$ cat config.mk
export PLATFORM = sky130hd
export DESIGN_NAME = fpri_unit
export DESIGN_NICKNAME = d
export VERILOG_FILES = /design/src/rtl/fpri_pkg.sv /design/src/rtl/fpri_classify.sv /design/src/rtl/fpri_round_fmt.sv /design/src/rtl/fpri_unit.sv
export SDC_FILE = /design/constraint.sdc
export NUM_CORES = 1
export LEC_CHECK = 0
export ABC_AREA = 1
export CORE_UTILIZATION = 25
export DETAILED_ROUTE_END_ITERATION = 12
export DONT_BUFFER_PORTS = 1
export PLACE_DENSITY = 0.37
export SYNTH_ARGS = -nofsm -noshare
export SYNTH_HDL_FRONTEND = slang
export SYNTH_SLANG_ARGS = --single-unit
$ cat constraint.sdc
create_clock -name clk -period 0.8 [get_ports clk]
set_input_delay 0.16 -clock clk [delete_from_list [all_inputs] [get_ports clk]]
set_output_delay 0.16 -clock clk [all_outputs]
set_load 0.05 [all_outputs]
$ cat src/rtl/fpri_pkg.sv
`timescale 1ns/1ps
package fpri_pkg;

  localparam int XLEN     = 64;
  localparam int SP_EXPW  = 8;
  localparam int SP_FRACW = 23;
  localparam int DP_EXPW  = 11;
  localparam int DP_FRACW = 52;
  localparam int NUM_FMT  = 2;

  typedef enum logic [1:0] {
    RD_EVEN  = 2'd0,
    RD_DOWN  = 2'd1,
    RD_TRUNC = 2'd2,
    RD_AWAY  = 2'd3
  } rdir_e;

  // Decide whether the magnitude's integral part gains one unit.
  function automatic logic need_bump(input rdir_e dir, input logic neg,
                                     input logic int_odd, input logic above_half,
                                     input logic at_half, input logic any_frac);
    logic b;
    case (dir)
      RD_EVEN:  b = above_half | (at_half & int_odd);
      RD_DOWN:  b = neg & any_frac;
      RD_TRUNC: b = 1'b0;
      default:  b = above_half | at_half;
    endcase
    return b;
  endfunction

endpackage

$ cat src/rtl/fpri_classify.sv
`timescale 1ns/1ps
module fpri_classify #(
  parameter int EXPW  = 8,
  parameter int FRACW = 23
) (
  input  logic [EXPW+FRACW:0] op_i,
  output logic                sign_o,
  output logic [EXPW-1:0]     exp_o,
  output logic [FRACW-1:0]    frac_o,
  output logic                is_zero_o,
  output logic                is_inf_o,
  output logic                is_nan_o,
  output logic                is_integral_o,
  output logic                is_tiny_o
);
  localparam int BIAS = (1 << (EXPW - 1)) - 1;
  localparam logic [EXPW:0] INT_EXP = (EXPW+1)'(BIAS + FRACW);

  logic exp_ones, exp_zero, frac_zero;

  assign sign_o = op_i[EXPW+FRACW];
  assign exp_o  = op_i[EXPW+FRACW-1:FRACW];
  assign frac_o = op_i[FRACW-1:0];

  assign exp_ones  = &exp_o;
  assign exp_zero  = ~|exp_o;
  assign frac_zero = ~|frac_o;

  assign is_zero_o     = exp_zero & frac_zero;
  assign is_inf_o      = exp_ones & frac_zero;
  assign is_nan_o      = exp_ones & ~frac_zero;
  assign is_integral_o = ~exp_ones & ({1'b0, exp_o} >= INT_EXP);
  assign is_tiny_o     = ~is_zero_o & ({1'b0, exp_o} < (EXPW+1)'(BIAS));
endmodule

$ cat src/rtl/fpri_round_fmt.sv
`timescale 1ns/1ps
module fpri_round_fmt
  import fpri_pkg::*;
#(
  parameter int EXPW  = 8,
  parameter int FRACW = 23
) (
  input  logic [EXPW+FRACW:0] op_i,
  input  rdir_e               dir_i,
  output logic [EXPW+FRACW:0] res_o,
  output logic                ev_nan_o,
  output logic                ev_inf_o,
  output logic                ev_keep_o,
  output logic                ev_tiny_o,
  output logic                ev_bump_o,
  output logic                ev_carry_o
);
  localparam int BIAS = (1 << (EXPW - 1)) - 1;
  localparam int MW   = FRACW + 2;
  localparam int SHW  = $clog2(FRACW + 2) + 1;
  localparam logic [EXPW:0] SH_BASE = (EXPW+1)'(BIAS + FRACW);

  logic             sgn;
  logic [EXPW-1:0]  ex;
  logic [FRACW-1:0] fr;
  logic             c_zero, c_inf, c_nan, c_int, c_tiny;

  fpri_classify #(.EXPW(EXPW), .FRACW(FRACW)) u_cls (
    .op_i          (op_i),
    .sign_o        (sgn),
    .exp_o         (ex),
    .frac_o        (fr),
    .is_zero_o     (c_zero),
    .is_inf_o      (c_inf),
    .is_nan_o      (c_nan),
    .is_integral_o (c_int),
    .is_tiny_o     (c_tiny)
  );

  // Mid-range path: binary point inside the significand.
  logic [EXPW:0]  sh_full;
  logic [SHW-1:0] sh;
  logic [MW-1:0]  mant, unit, mask, half, fpart, ipart, summed;
  logic           mid_bump;

  assign sh_full  = SH_BASE - {1'b0, ex};
  assign sh       = sh_full[SHW-1:0];
  assign mant     = {1'b0, 1'b1, fr};
  assign unit     = MW'(1) << sh;
  assign mask     = unit - MW'(1);
  assign half     = unit >> 1;
  assign fpart    = mant & mask;
  assign ipart    = mant & ~mask;
  assign mid_bump = need_bump(dir_i, sgn, |(ipart & unit), fpart > half,
                              fpart == half, |fpart);
  assign summed   = ipart + (mid_bump ? unit : '0);

  // Tiny path: magnitude below one.
  logic half_exp, tiny_bump;
  assign half_exp  = (ex == EXPW'(BIAS - 1));
  assign tiny_bump = need_bump(dir_i, sgn, 1'b0, half_exp & (|fr),
                               half_exp & ~(|fr), 1'b1);

  logic [EXPW+FRACW:0] r;
  always_comb begin
    r = op_i;
    if (c_nan) begin
      r = {sgn, ex, 1'b1, fr[FRACW-2:0]};
    end else if (c_inf || c_zero || c_int) begin
      r = op_i;
    end else if (c_tiny) begin
      r = tiny_bump ? {sgn, EXPW'(BIAS), {FRACW{1'b0}}}
                    : {sgn, {EXPW{1'b0}}, {FRACW{1'b0}}};
    end else if (summed[MW-1]) begin
      r = {sgn, ex + EXPW'(1), {FRACW{1'b0}}};
    end else begin
      r = {sgn, ex, summed[FRACW-1:0]};
    end
  end

  assign res_o      = r;
  assign ev_nan_o   = c_nan;
  assign ev_inf_o   = c_inf;
  assign ev_keep_o  = c_zero | c_int;
  assign ev_tiny_o  = c_tiny;
  assign ev_bump_o  = ~c_nan & ~c_inf & ~c_zero & ~c_int & (c_tiny ? tiny_bump : mid_bump);
  assign ev_carry_o = ~c_nan & ~c_inf & ~c_zero & ~c_int &
                      (c_tiny ? tiny_bump : summed[MW-1]);
endmodule

$ cat src/rtl/fpri_unit.sv
`timescale 1ns/1ps
module fpri_unit
  import fpri_pkg::*;
(
  input  logic            clk,
  input  logic            rst_n,
  input  logic            in_valid,
  input  logic            in_dbl,
  input  logic [1:0]      in_mode,
  input  logic [XLEN-1:0] in_op,
  output logic            out_valid,
  output logic [XLEN-1:0] out_res
);
  rdir_e dir;
  assign dir = rdir_e'(in_mode);

  logic [XLEN-1:0]    fmt_res [NUM_FMT];
  logic [NUM_FMT-1:0] v_nan, v_inf, v_keep, v_tiny, v_bump, v_carry;

  for (genvar g = 0; g < NUM_FMT; g++) begin : g_fmt
    localparam int EW = (g == 0) ? SP_EXPW  : DP_EXPW;
    localparam int FW = (g == 0) ? SP_FRACW : DP_FRACW;
    localparam int W  = 1 + EW + FW;
    logic [W-1:0] r;
    fpri_round_fmt #(.EXPW(EW), .FRACW(FW)) u_rnd (
      .op_i       (in_op[W-1:0]),
      .dir_i      (dir),
      .res_o      (r),
      .ev_nan_o   (v_nan[g]),
      .ev_inf_o   (v_inf[g]),
      .ev_keep_o  (v_keep[g]),
      .ev_tiny_o  (v_tiny[g]),
      .ev_bump_o  (v_bump[g]),
      .ev_carry_o (v_carry[g])
    );
    assign fmt_res[g] = XLEN'(r);
  end

  // Named events of the selected format, observed by the checker.
  logic nan_evt, inf_evt, keep_evt, tiny_evt, bump_evt, carry_evt;
  assign nan_evt   = v_nan[in_dbl];
  assign inf_evt   = v_inf[in_dbl];
  assign keep_evt  = v_keep[in_dbl];
  assign tiny_evt  = v_tiny[in_dbl];
  assign bump_evt  = v_bump[in_dbl];
  assign carry_evt = v_carry[in_dbl];

  always_ff @(posedge clk or negedge rst_n) begin
    if (!rst_n) begin
      out_valid <= 1'b0;
      out_res   <= '0;
    end else begin
      out_valid <= in_valid;
      if (in_valid) out_res <= fmt_res[in_dbl];
    end
  end
endmodule

# Yosys cells after proc, flatten, opt, wreduce, memory -nomap -nowiden
# Index checks and enable logic that the tools add are counted.
# word_totals
register_bits	65
in_bits	70
elab_cells	102
# classes
n_addsub	8
n_lt_le_gt_ge	7
eq_ne	6
shift	2
n_mux	19
bitwise	39
n_reduce_logical	19
# op_table
operator	n
2-to-1 mux 63 bit	4
2-to-1 mux 64 bit	3
2-to-1 mux 31 bit	4
bitwise AND 53 x 54 -> 54 bit	2
OR reduction 54 bit	2
2-to-1 mux 62 bit	1
adder 54 bit	1
bitwise AND 54 bit	1
== test 54 x 53 -> 1 bit	1
greater-than comparator 54 x 53 -> 1 bit	1
2-to-1 mux 54 bit	1
inverter 54 bit	1
<< shifter 1 x 7 -> 54 bit (first input constant)	1
subtractor 54 x 1 -> 54 bit (second input constant)	1
OR reduction 52 bit	1
bitwise AND 24 x 25 -> 25 bit	2
OR reduction 25 bit	2
2-to-1 mux 30 bit	1
adder 25 bit	1
bitwise AND 25 bit	1
== test 25 x 24 -> 1 bit	1
greater-than comparator 25 x 24 -> 1 bit	1
2-to-1 mux 25 bit	1
inverter 25 bit	1
other kinds (28)	64

# Logic depth before layout (Yosys ltp)
# Gate-level depths: netlist (run 1).
# depth
depth_word	19
mapped_depth	61
depth_no_buf	59

# Hierarchy
# From an unflattened synthesis (run 1), not the netlist that was laid out.
# unflattened
cells_unflattened	3562
hier_area_um2	20148.1
# by_module_without_submodules
mod	n_inst	cells_per_inst	area_each_um2	seq_area_each_um2
fpri_round_fmt (g_fmt[1].u_rnd)	1	2046	10924.2	0.0
fpri_round_fmt (g_fmt[0].u_rnd)	1	885	4834.6	0.0
fpri_unit	1	410	3129.3	1626.6
fpri_classify (g_fmt[1].u_rnd.u_cls)	1	141	808.3	0.0
fpri_classify (g_fmt[0].u_rnd.u_cls)	1	80	451.7	0.0

# Worst setup path before layout (run 1)
# Ideal clock, no wire load.
# synth_path
path_kind	input -> register
startpoint	input in_op[54]
endpoint	register out_res[44]
setup_time_ps	66
arrival_ps	7147
required_ps	734
slack_ps	-6412
path_stages	52
cell_sequence	inv_2 ha_1 inv_2 nand3_1 nand2_1 nand2_2 nand2_1 nor2_2 inv_1 ha_1 nand2_2 nor2_4 nand2_2 nor2_2 nand2_1 nor4_1 ha_1 ha_1 [16 not listed] nand2_4 inv_2 clkbuf_1 nor2_1 ha_1 nand2_1 o21ai_0 a21oi_1 o31ai_1 a21oi_1 o21ai_0 a21oi_1 o21ai_0 a21oi_1 xor2_1 o31ai_1 nand2_1 nand2_1
# synth_via
elab_chain_len	19
# synth_lines
item	line_no	source
from (decl)	fpri_unit.sv:10	input logic [XLEN-1:0] in_op,
branches (longest 15 deep; another with subtractor 54 x 1 -> 54 bit)	--	
2-to-1 mux 63 bit *	fpri_round_fmt.sv:67	if (c_nan) begin
2-to-1 mux 64 bit (implied by the code) * (3 in a row)	fpri_unit.sv:54	if (in_valid) out_res <= fmt_res[in_dbl];
to (signal assigned)	fpri_unit.sv:54	
to (decl)	fpri_unit.sv:12	output logic [XLEN-1:0] out_res
# Mark *: on every way between the ends. The select of a mux whose other input is x is not followed.
# A chain may end at the register's enable or synchronous reset.

# Worst setup path after layout (run 1)
# layout_path
startpoint	input in_op[55]
endpoint	register out_res[20]
# Same word-level chain as after synthesis.

==> results of run 1 <==
-- registers in the layout, summed over array words and instances, names as in the netlist --
name       flops
out_valid      1
out_res       64
-- kinds of logic after synthesis --
logic type / Yosys count / share of synthesized area
adders and majority gates: 178 / 0.1343
DFF: 65 / 0.09741
AOI/OAI and AO/OA: 551 / 0.1825
buffers and inverters: 463 / 0.1133
and+or+nand+nor: 1678 / 0.4393
xor gates and xnor gates: 61 / 0.03312
-- area by class of cell --
cell class	instances	share of cell area
multi-input combinational	2468	0.4990
timing repair buffer	1262	0.3535
sequential	65	0.05356
inverter	394	0.04974
tap	864	0.03519
clock buffer	11	0.007576
clock inverter	5	0.001100
timing repair inverter	1	0.0003666
-- power groups by stage --
stage | registers [mW] | clock network (mW) | logic (mW)
after floorplan | 4.95 | 0 | 7.00
after global placement | 4.12 | 0 | 16.6
after detailed placement | 4.12 | 0 | 16.6
after CTS | 4.08 | 4.17 | 18.1
after global routing | 4.10 | 4.27 | 20.5
final | 4.07 | 4.05 | 19.1
-- through the flow --
| stage | instances | power (mW) |
|---|---|---|
| 6_report | 5070 | 27.22 |
| 5_1_grt | 5070 | 28.91 |
| 4_1_cts | 5025 | 26.37 |
| 3_5_place_dp | 4912 | 20.76 |
| 3_3_place_gp | 4912 | 20.76 |
| 2_1_floorplan | 2996 | 11.95 |
-- synth_stat cells, types with 29 or more instances --
cell type / n / area, sq um
nand2_2: 31 / 193.9
inv_1: 361 / 1355
nor2_1: 406 / 1524
a21oi_1: 279 / 1396
xor2_1: 35 / 306.5
dfrtp_1: 65 / 1627
nand4_1: 59 / 369.1
nand2_1: 809 / 3037
nand3_1: 249 / 1246
o21ai_1: 39 / 195.2
inv_2: 29 / 108.9
o21ai_0: 114 / 570.6
clkbuf_1: 37 / 138.9
ha_1: 176 / 2202
-- worst max-delay path: cells and delay by family --
| family | cells | cell delay [ns] |
|---|---|---|
| AO/OA/AOI/OAI | 7 | 0.98 |
| adder cells (fa/ha/maj) | 3 | 0.95 |
| buffers and inverters | 12 | 1.26 |
| AND/OR/NAND/NOR | 35 | 4.26 |
-- worst min path at each step --
| stage | startpoint | endpoint | slack [ns] | cells after the start |
|---|---|---|---|---|
| final | rst_n | out_res[55] | -0.54 | 0 |
| after global routing | rst_n | out_res[55] | -0.55 | 0 |
| after CTS | rst_n | out_res[50] | -0.55 | 0 |
| after detailed placement | rst_n | out_res[55] | -0.13 | 0 |
| after global placement | rst_n | out_res[55] | -0.13 | 0 |
| after floorplan | rst_n | out_res[0] | -0.14 | 0 |
-- layer usage --
| metal | vias to the layer above | GRT usage | share of wire |
|---|---|---|---|
| met5 | - | 0 | 0 |
| met4 | 0 | 0.1113 | 0.039 |
| met3 | 143 | 0.02972 | 0.035 |
| met2 | 582 | 0.5714 | 0.50 |
| met1 | 11810 | 0.3711 | 0.42 |
| li1 | 12270 | - | - |
-- timing repair --
action	in CTS	in global routing
setup endpoints to repair	128	128
cloned	4	2
hold endpoints to repair	98	66
setup buffers	83	45
hold buffers	13	1
pin swaps	85	146
resized for setup	303	190
==> impl_metrics.csv, run 1 <==
group,metric,value,unit
outcome,status,"finished with violations",
outcome,violations,"hold timing, setup timing",
worst_setup_path,crit_slowest_cell,"ha_1",
synthesis,synth_edf_count,0,
clock_tree,clk_latency,0.39,ns
worst_setup_path,r2r_slack,-0.02,ns
clock_tree,cts.clk_slew.worst_paths,0.07,ns
final_layout,final_nets,4449,
clock_tree,root_buffer,"clkbuf_16",
global_route,first_global_vias,25390,
place,dpl_cell_area,27190,sq um
worst_setup_path,worst-r2r-cell-count,3,
floorplan,die_area,67830,sq um
global_route,track_usage,0.3106,
worst_setup_path,crit_start,"in_op[55]",
worst_setup_path,critPathKind,"input pin to flop",
worst_setup_path,crit_path_end,"out_res[20]",
pwr,ir_worst_vdd,0.9692,mV
worst_setup_path,max_stage_delay,0.42,ns
floorplan,rows,94,
final_layout,multi_input_area,15330,sq um
pwr,intPower,14.70,mW
timing,period_needed,7.368,ns
timing,finalCritPeriodShare,9.209,
pwr,switchingPower,12.52,mW
synthesis,syn_nets,3244,
floorplan,core,65860,sq um
timing,max_freq,0.1357,GHz
synthesis,synth_cell_type_count,54,
final_layout,layout-drive-gt1-share,0.4303,
final_layout,final_cell_area,30720,sq um
timing,hold-worst-slack,-0.5373,ns
route,wl_per_cell,20.96,um
synthesis,yosysSeqAreaShare,0.09741,
place,place.gp.congestion,1.046,
clock_tree,htreeDepth,3,
clock_tree,cts_buffers,9,
global_route,grt_pass1_wl,156700,um
global_route,antenna_found_initial,0,
place,port_buffers,0,
global_route,grt_max_degree,66,
worst_setup_path,critical_path.endpoint_type,"flop",
floorplan,ioPinCount,135,
synthesis,netlist_area,16700,sq um
worst_setup_path,r2r_end,"out_res[24]",
clock_tree,cts.path.max_buffers,2,
timing,setup_tns,-426.92,ns
route,finalWirelength,106300,um
synthesis,ys_warn_count,0,
floorplan,dieWidth,260.4,um
route,ant_nets,0,
pwr,swShare,0.4599,
place,hpwl,90750,um
final_layout,fillerInstances,6950,
synthesis,async_flop_share,1.000,
worst_setup_path,arrival,7.70,ns
place,dpl_worst_slack,-8.089,ns
worst_setup_path,worstPathMaxFanout,7,
timing,setup_violations,128,
pwr,power.density,886.2,nW/um^2
pwr,clkPwrFrac,0.149,
clock_tree,cts_sinks,65,
timing,maxSlewViolCount,0,
final_layout,mostFrequentLayoutCell,"buf_4",
route,first_iter_violations,1513,
synthesis,syn-instance-count,2996,
timing,grt_setup_unrepaired,"true",
worst_setup_path,start_kind,"input pin",
final_layout,areaGrowthSynthToFinish,83.96,%
synthesis,avgSynthCellArea,5.573,sq um
worst_setup_path,worstPathRequired,1.13,ns
timing,finalHoldViolCount,65,
pwr,p_comb_frac,0.702,
floorplan,start_util,0.2535,
final_layout,num_antenna_cells,0,
pwr,p_seq_frac,0.149,
route,drc,0,
pwr,leakage,16.30,nW
timing,relSlewSlack,0.5890,
synthesis,synth_flop_cell,"dfrtp_1",
min_path,worstHoldPathType,"input pin to asynchronous set/reset pin",
final_layout,final_cell_mix,"buf_4, nand2_1, nor2_1",
flow_run,maxCapViolCount,0,
route,first_pass_iters,6,
timing,tightest_slew,0.6142,ns
route,via_per_inst,4.891,
clock_tree,cts_tree,"done",
synthesis,ys_ff_latch,65,
floorplan,dieHeight,260.4,um
worst_setup_path,worstReg2RegStart,"out_res[24]",
timing,finalWorstSetupSlack,-6.568,ns
timing,clock_skew,0,ns
global_route,grt_overflow_total,0,
final_layout,register_area,1645,sq um
final_layout,post-route-util,0.4664,
route,vias,24800,
Note: power is estimated with default switching activity, not from simulation.
==> run 2: changes to the inputs <==
==> constraint.sdc (replaced) <==
create_clock -name clk -period 0.8 [get_ports clk]
set_input_delay 0.08 -clock clk [delete_from_list [all_inputs] [get_ports clk]]
set_output_delay 0.08 -clock clk [all_outputs]
set_load 0.05 [all_outputs]
==> impl_metrics.csv, run 2 (synthesized netlist as in run 1, its figures left out) <==
group,metric,value,unit
outcome,status,"finished with violations",
outcome,violations,"hold timing, setup timing",
timing,max_freq,0.1422,GHz
pwr,ir_worst_vdd,0.7857,mV
route,first_pass_iters,5,
worst_setup_path,arrival,7.31,ns
global_route,antenna_found_initial,1,
place,place.gp.congestion,0.9805,
route,vias,24860,
clock_tree,clk_latency,0.39,ns
worst_setup_path,r2r_slack,0.05,ns
pwr,power.density,903.1,nW/um^2
final_layout,reg.largest.list,"out_res (64), out_valid (1)",
floorplan,dieWidth,260.4,um
final_layout,final_nets,4472,
clock_tree,cts_tree,"done",
timing,setup_violations,128,
floorplan,ioPinCount,135,
final_layout,areaGrowthSynthToFinish,82.69,%
min_path,worstHoldPathType,"input pin to asynchronous set/reset pin",
place,hpwl,91470,um
final_layout,largest_reg_flops,64,
route,ant_nets,0,
final_layout,stdcell_count,5096,
global_route,first_global_vias,24890,
worst_setup_path,start_kind,"input pin",
worst_setup_path,max_stage_delay,0.29,ns
clock_tree,cts_buffers,9,
final_layout,registers.top_by_ff_count,"out_res",
global_route,grt_overflow_total,0,
final_layout,layout-drive-gt1-share,0.4287,
worst_setup_path,critPathKind,"input pin to flop",
pwr,leakage,16.38,nW
route,via_per_inst,4.878,
timing,period_needed,7.030,ns
clock_tree,root_buffer,"clkbuf_16",
floorplan,rows,94,
worst_setup_path,worstPathRequired,1.08,ns
clock_tree,cts.clk_slew.worst_paths,0.06,ns
timing,finalHoldViolCount,94,
route,drc,0,
global_route,track_usage,0.3094,
final_layout,final_cell_mix,"buf_4, nand2_1, inv_1",
final_layout,mostFrequentLayoutCell,"buf_4",
flow_run,maxCapViolCount,0,
place,port_buffers,0,
route,wl_per_cell,21.01,um
worst_setup_path,critical_path.endpoint_type,"flop",
final_layout,final_cell_area,30500,sq um
global_route,grt_pass1_wl,155300,um
floorplan,die_area,67830,sq um
timing,maxSlewViolCount,0,
floorplan,core,65860,sq um
worst_setup_path,crit_slowest_cell,"ha_1",
place,dp.cells,4935,
worst_setup_path,worst-r2r-cell-count,3,
route,finalWirelength,107100,um
timing,clock_skew,0,ns
timing,relSlewSlack,0.5642,
floorplan,dieHeight,260.4,um
timing,hold-worst-slack,-0.6140,ns
timing,grt_setup_unrepaired,"true",
timing,tightest_slew,0.6468,ns
timing,finalCritPeriodShare,8.788,
place,dpl_cell_area,26620,sq um
clock_tree,htreeDepth,3,
global_route,grt_max_degree,66,
worst_setup_path,worstPathMaxFanout,13,
floorplan,start_util,0.2535,
clock_tree,cts_sinks,65,
timing,finalWorstSetupSlack,-6.230,ns
route,first_iter_violations,1560,
clock_tree,cts.path.max_buffers,2,
-- run 2: worst paths after layout --
| kind | endpoint | from |
|---|---|---|
| max | out_res[4] | in_op[54] |
| min | out_res[57] | rst_n |
| max reg2reg | out_res[7] | out_res[7] |
| min reg2reg | out_res[50] | out_res[50] |
| max in group asynchronous | out_res[63] | rst_n |
| min in group clk | out_valid | in_valid |
-- run 2: per-stage QoR --
step	setup WS (ns)	hold slack, ns	utilization	TNS, ns	power, mW
2_1_floorplan	-5.476	-0.2156	-	-342.36	11.95
3_3_place_gp	-8.142	-0.2129	0.4042	-496.35	19.92
3_5_place_dp	-8.106	-0.2133	0.4042	-493.05	19.89
4_1_cts	-6.267	-0.6343	0.4407	-405.47	26.57
5_1_grt	-6.516	-0.6318	0.4630	-421.21	29.20
6_report	-6.230	-0.6140	0.4631	-400.74	27.55
-- run 2: cell type report --
cell class                      instances  area (sq um)
Antenna cell                            3         7.507
Clock buffer                           11         232.7
Clock inverter                          5         103.9
Fill cell                            7066         35360
Inverter                              394          1533
Multi-Input combinational cell       2469         15270
Sequential cell                        65          1642
Tap cell                              864          1081
Timing Repair Buffer                 1285         10630
-- run 2: layer usage --
| metal | share of wire | track usage | vias to the layer above | wire [um] |
|---|---|---|---|---|
| li1 | - | - | 12350 | - |
| met4 | 0.040 | 0.1160 | 0 | 4326 |
| met2 | 0.50 | 0.5665 | 566 | 53980 |
| met3 | 0.035 | 0.03283 | 148 | 3740 |
| met5 | 0 | 0 | - | 0 |
| met1 | 0.42 | 0.3679 | 11800 | 45040 |
-- run 2: power breakdown --
part / switching (mW) / internal, mW
clock network: 1.90 / 3.05
registers: 0.346 / 3.62
logic: 10.1 / 8.56
-- run 2: timing repair --
| item | in CTS | in global routing |
|---|---|---|
| gates resized for setup | 316 | 256 |
| endpoints found under the hold margin | 108 | 94 |
| gates cloned | 6 | 3 |
| endpoints found under the setup margin | 128 | 128 |
| hold buffers | 15 | 2 |
| pin swaps | 82 | 100 |
| buffers inserted | 66 | 58 |
-- run 2: worst max-delay path, delay by kind of cell --
family / cells / cell delay (ns)
adder cells (fa/ha/maj): 3 / 0.69
AO/OA/AOI/OAI: 7 / 1.01
AND/OR/NAND/NOR: 35 / 4.19
buffers and inverters: 12 / 1.30
==> run 3: changes to the inputs <==
CTS_CLUSTER_SIZE = 40   (was unset)
REMOVE_ABC_BUFFERS = 1   (was unset)
==> impl_metrics.csv, run 3 (synthesized netlist as in run 1, its figures left out) <==
group,metric,value,unit
timing,grt_setup_unrepaired,"true",
pwr,switchingPower,12.89,mW
timing,max_freq,0.1379,GHz
worst_setup_path,r2r_slack,-0.02,ns
pwr,swShare,0.4544,
final_layout,register_area,1632,sq um
final_layout,final_cell_area,31290,sq um
route,first_pass_iters,7,
final_layout,reg.largest.list,"out_res (64), out_valid (1)",
clock_tree,root_buffer,"clkbuf_16",
floorplan,rows,94,
outcome,status,"finished with violations",
floorplan,dieHeight,260.4,um
final_layout,layout-drive-gt1-share,0.4379,
timing,hold-worst-slack,-0.6234,ns
timing,relSlewSlack,0.6198,
worst_setup_path,critPathKind,"input pin to flop",
min_path,worstHoldPathType,"input pin to asynchronous set/reset pin",
pwr,power.density,906.9,nW/um^2
worst_setup_path,crit_slowest_cell,"ha_1",
global_route,grt_pass1_wl,163100,um
outcome,violations,"hold timing, setup timing",
global_route,first_global_vias,26080,
final_layout,post-route-util,0.4751,
final_layout,fillerInstances,6991,
pwr,p_comb_frac,0.691,
route,vias,25490,
route,ant_nets,0,
timing,maxSlewViolCount,0,
route,wl_per_cell,21.78,um
global_route,grt_max_degree,66,
clock_tree,clk_latency,0.39,ns
place,place.gp.congestion,1.061,
global_route,grt_overflow_total,0,
route,via_per_inst,4.913,
floorplan,start_util,0.2535,
pwr,p_seq_frac,0.138,
final_layout,areaGrowthSynthToFinish,87.39,%
floorplan,core,65860,sq um
clock_tree,cts_sinks,65,
worst_setup_path,worstPathMaxFanout,13,
final_layout,mostFrequentLayoutCell,"buf_4",
worst_setup_path,start_kind,"input pin",
clock_tree,cts_buffers,9,
pwr,intPower,15.48,mW
timing,finalWorstSetupSlack,-6.454,ns
place,dpl_worst_slack,-8.971,ns
floorplan,ioPinCount,135,
worst_setup_path,critical_path.endpoint_type,"flop",
place,dp.cells,4954,
timing,clock_skew,0,ns
final_layout,stdcell_count,5188,
pwr,design_power_total,28.38,mW
floorplan,dieWidth,260.4,um
final_layout,largest_reg_flops,64,
clock_tree,cts.path.max_buffers,2,
global_route,antenna_found_initial,3,
route,first_iter_violations,1493,
timing,tightest_slew,0.5643,ns
timing,finalHoldViolCount,91,
worst_setup_path,max_stage_delay,0.24,ns
clock_tree,cts_tree,"done",
flow_run,maxCapViolCount,0,
pwr,leakage,16.74,nW
place,hpwl,92880,um
timing,setup_violations,129,
timing,setup_tns,-417.11,ns
pwr,clkPwrFrac,0.170,
worst_setup_path,worstPathRequired,1.09,ns
place,dpl_cell_area,26340,sq um
worst_setup_path,cp_common_cell,"buf_4",
final_layout,final_nets,4567,
timing,finalCritPeriodShare,9.068,
worst_setup_path,arrival,7.54,ns
final_layout,multi_input_area,15380,sq um
route,finalWirelength,113000,um
route,drc,0,
final_layout,final_cell_mix,"buf_4, nand2_1, nor2_1",
final_layout,registers.top_by_ff_count,"out_res",
pwr,ir_worst_vdd,1.252,mV
floorplan,die_area,67830,sq um
clock_tree,htreeDepth,3,
place,port_buffers,0,
timing,period_needed,7.254,ns
clock_tree,cts.clk_slew.worst_paths,0.07,ns
global_route,track_usage,0.3271,
## run 3: cell count changes in the layout (fill, tap and decap cells not counted), sizes merged
cell         delta
buf            +84
bufinv          -1
clkbuf          -2
clkinv          -2
clkinvlp        +5
diode           -2
dlygate4sd3     +8
inv             -2
nand2           +4
## run 3: final timing paths
path / startpoint / end / cells past startpoint
worst min register to register: out_res[44] / out_res[44] / 2
min in group clk: in_op[31] / out_res[31] / 2
max in group asynchronous: rst_n / out_res[20] / 0
worst max-delay path: in_op[54] / out_res[3] / 61
worst max register to register: out_res[63] / out_res[63] / 2
worst min-delay path: rst_n / out_res[56] / 0
## run 3: cell type report
class / count / area share
Timing Repair Buffer: 1376 / 0.3620
Clock inverter: 5 / 0.002559
Sequential cell: 65 / 0.05215
Multi-Input combinational cell: 2473 / 0.4914
Tap cell: 864 / 0.03455
Antenna cell: 1 / 0.00007998
Clock buffer: 10 / 0.007638
Inverter: 394 / 0.04959
## run 3: timing repair
action / in CTS / in global routing
endpoints found under the setup margin: 128 / 129
hold endpoints to repair: 109 / 95
cloned: 9 / 1
pin swaps: 116 / 139
resized for setup: 438 / 231
hold buffers: 20 / 6
buffers inserted: 139 / 46
## run 3: power groups by stage
stage	clock (mW)	combinational (mW)	sequential (mW)
finish	4.84	19.6	3.93
detailed placement	0	16.1	3.91
global route	5.03	21.0	3.95
global placement	0	16.1	3.92
CTS	4.95	18.5	3.91
floorplan	0	6.48	4.95
## run 3: worst max-delay path: cells and delay by family
| kind | cells | cell delay (ns) |
|---|---|---|
| and+or+nand+nor | 19 | 2.10 |
| buffers and inverters | 37 | 4.53 |
| adders and majority gates | 2 | 0.42 |
| AOI/OAI and AO/OA | 3 | 0.38 |
## run 3: layer usage
metal | track usage | vias to the layer above | part of all wire | wire, um
met4 | 0.1685 | 2 | 0.058 | 6558
met2 | 0.5867 | 680 | 0.49 | 55110
li1 | - | 12520 | - | -
met1 | 0.3819 | 12070 | 0.41 | 46710
met3 | 0.03487 | 217 | 0.041 | 4579
met5 | 0 | - | 0.000080 | 9
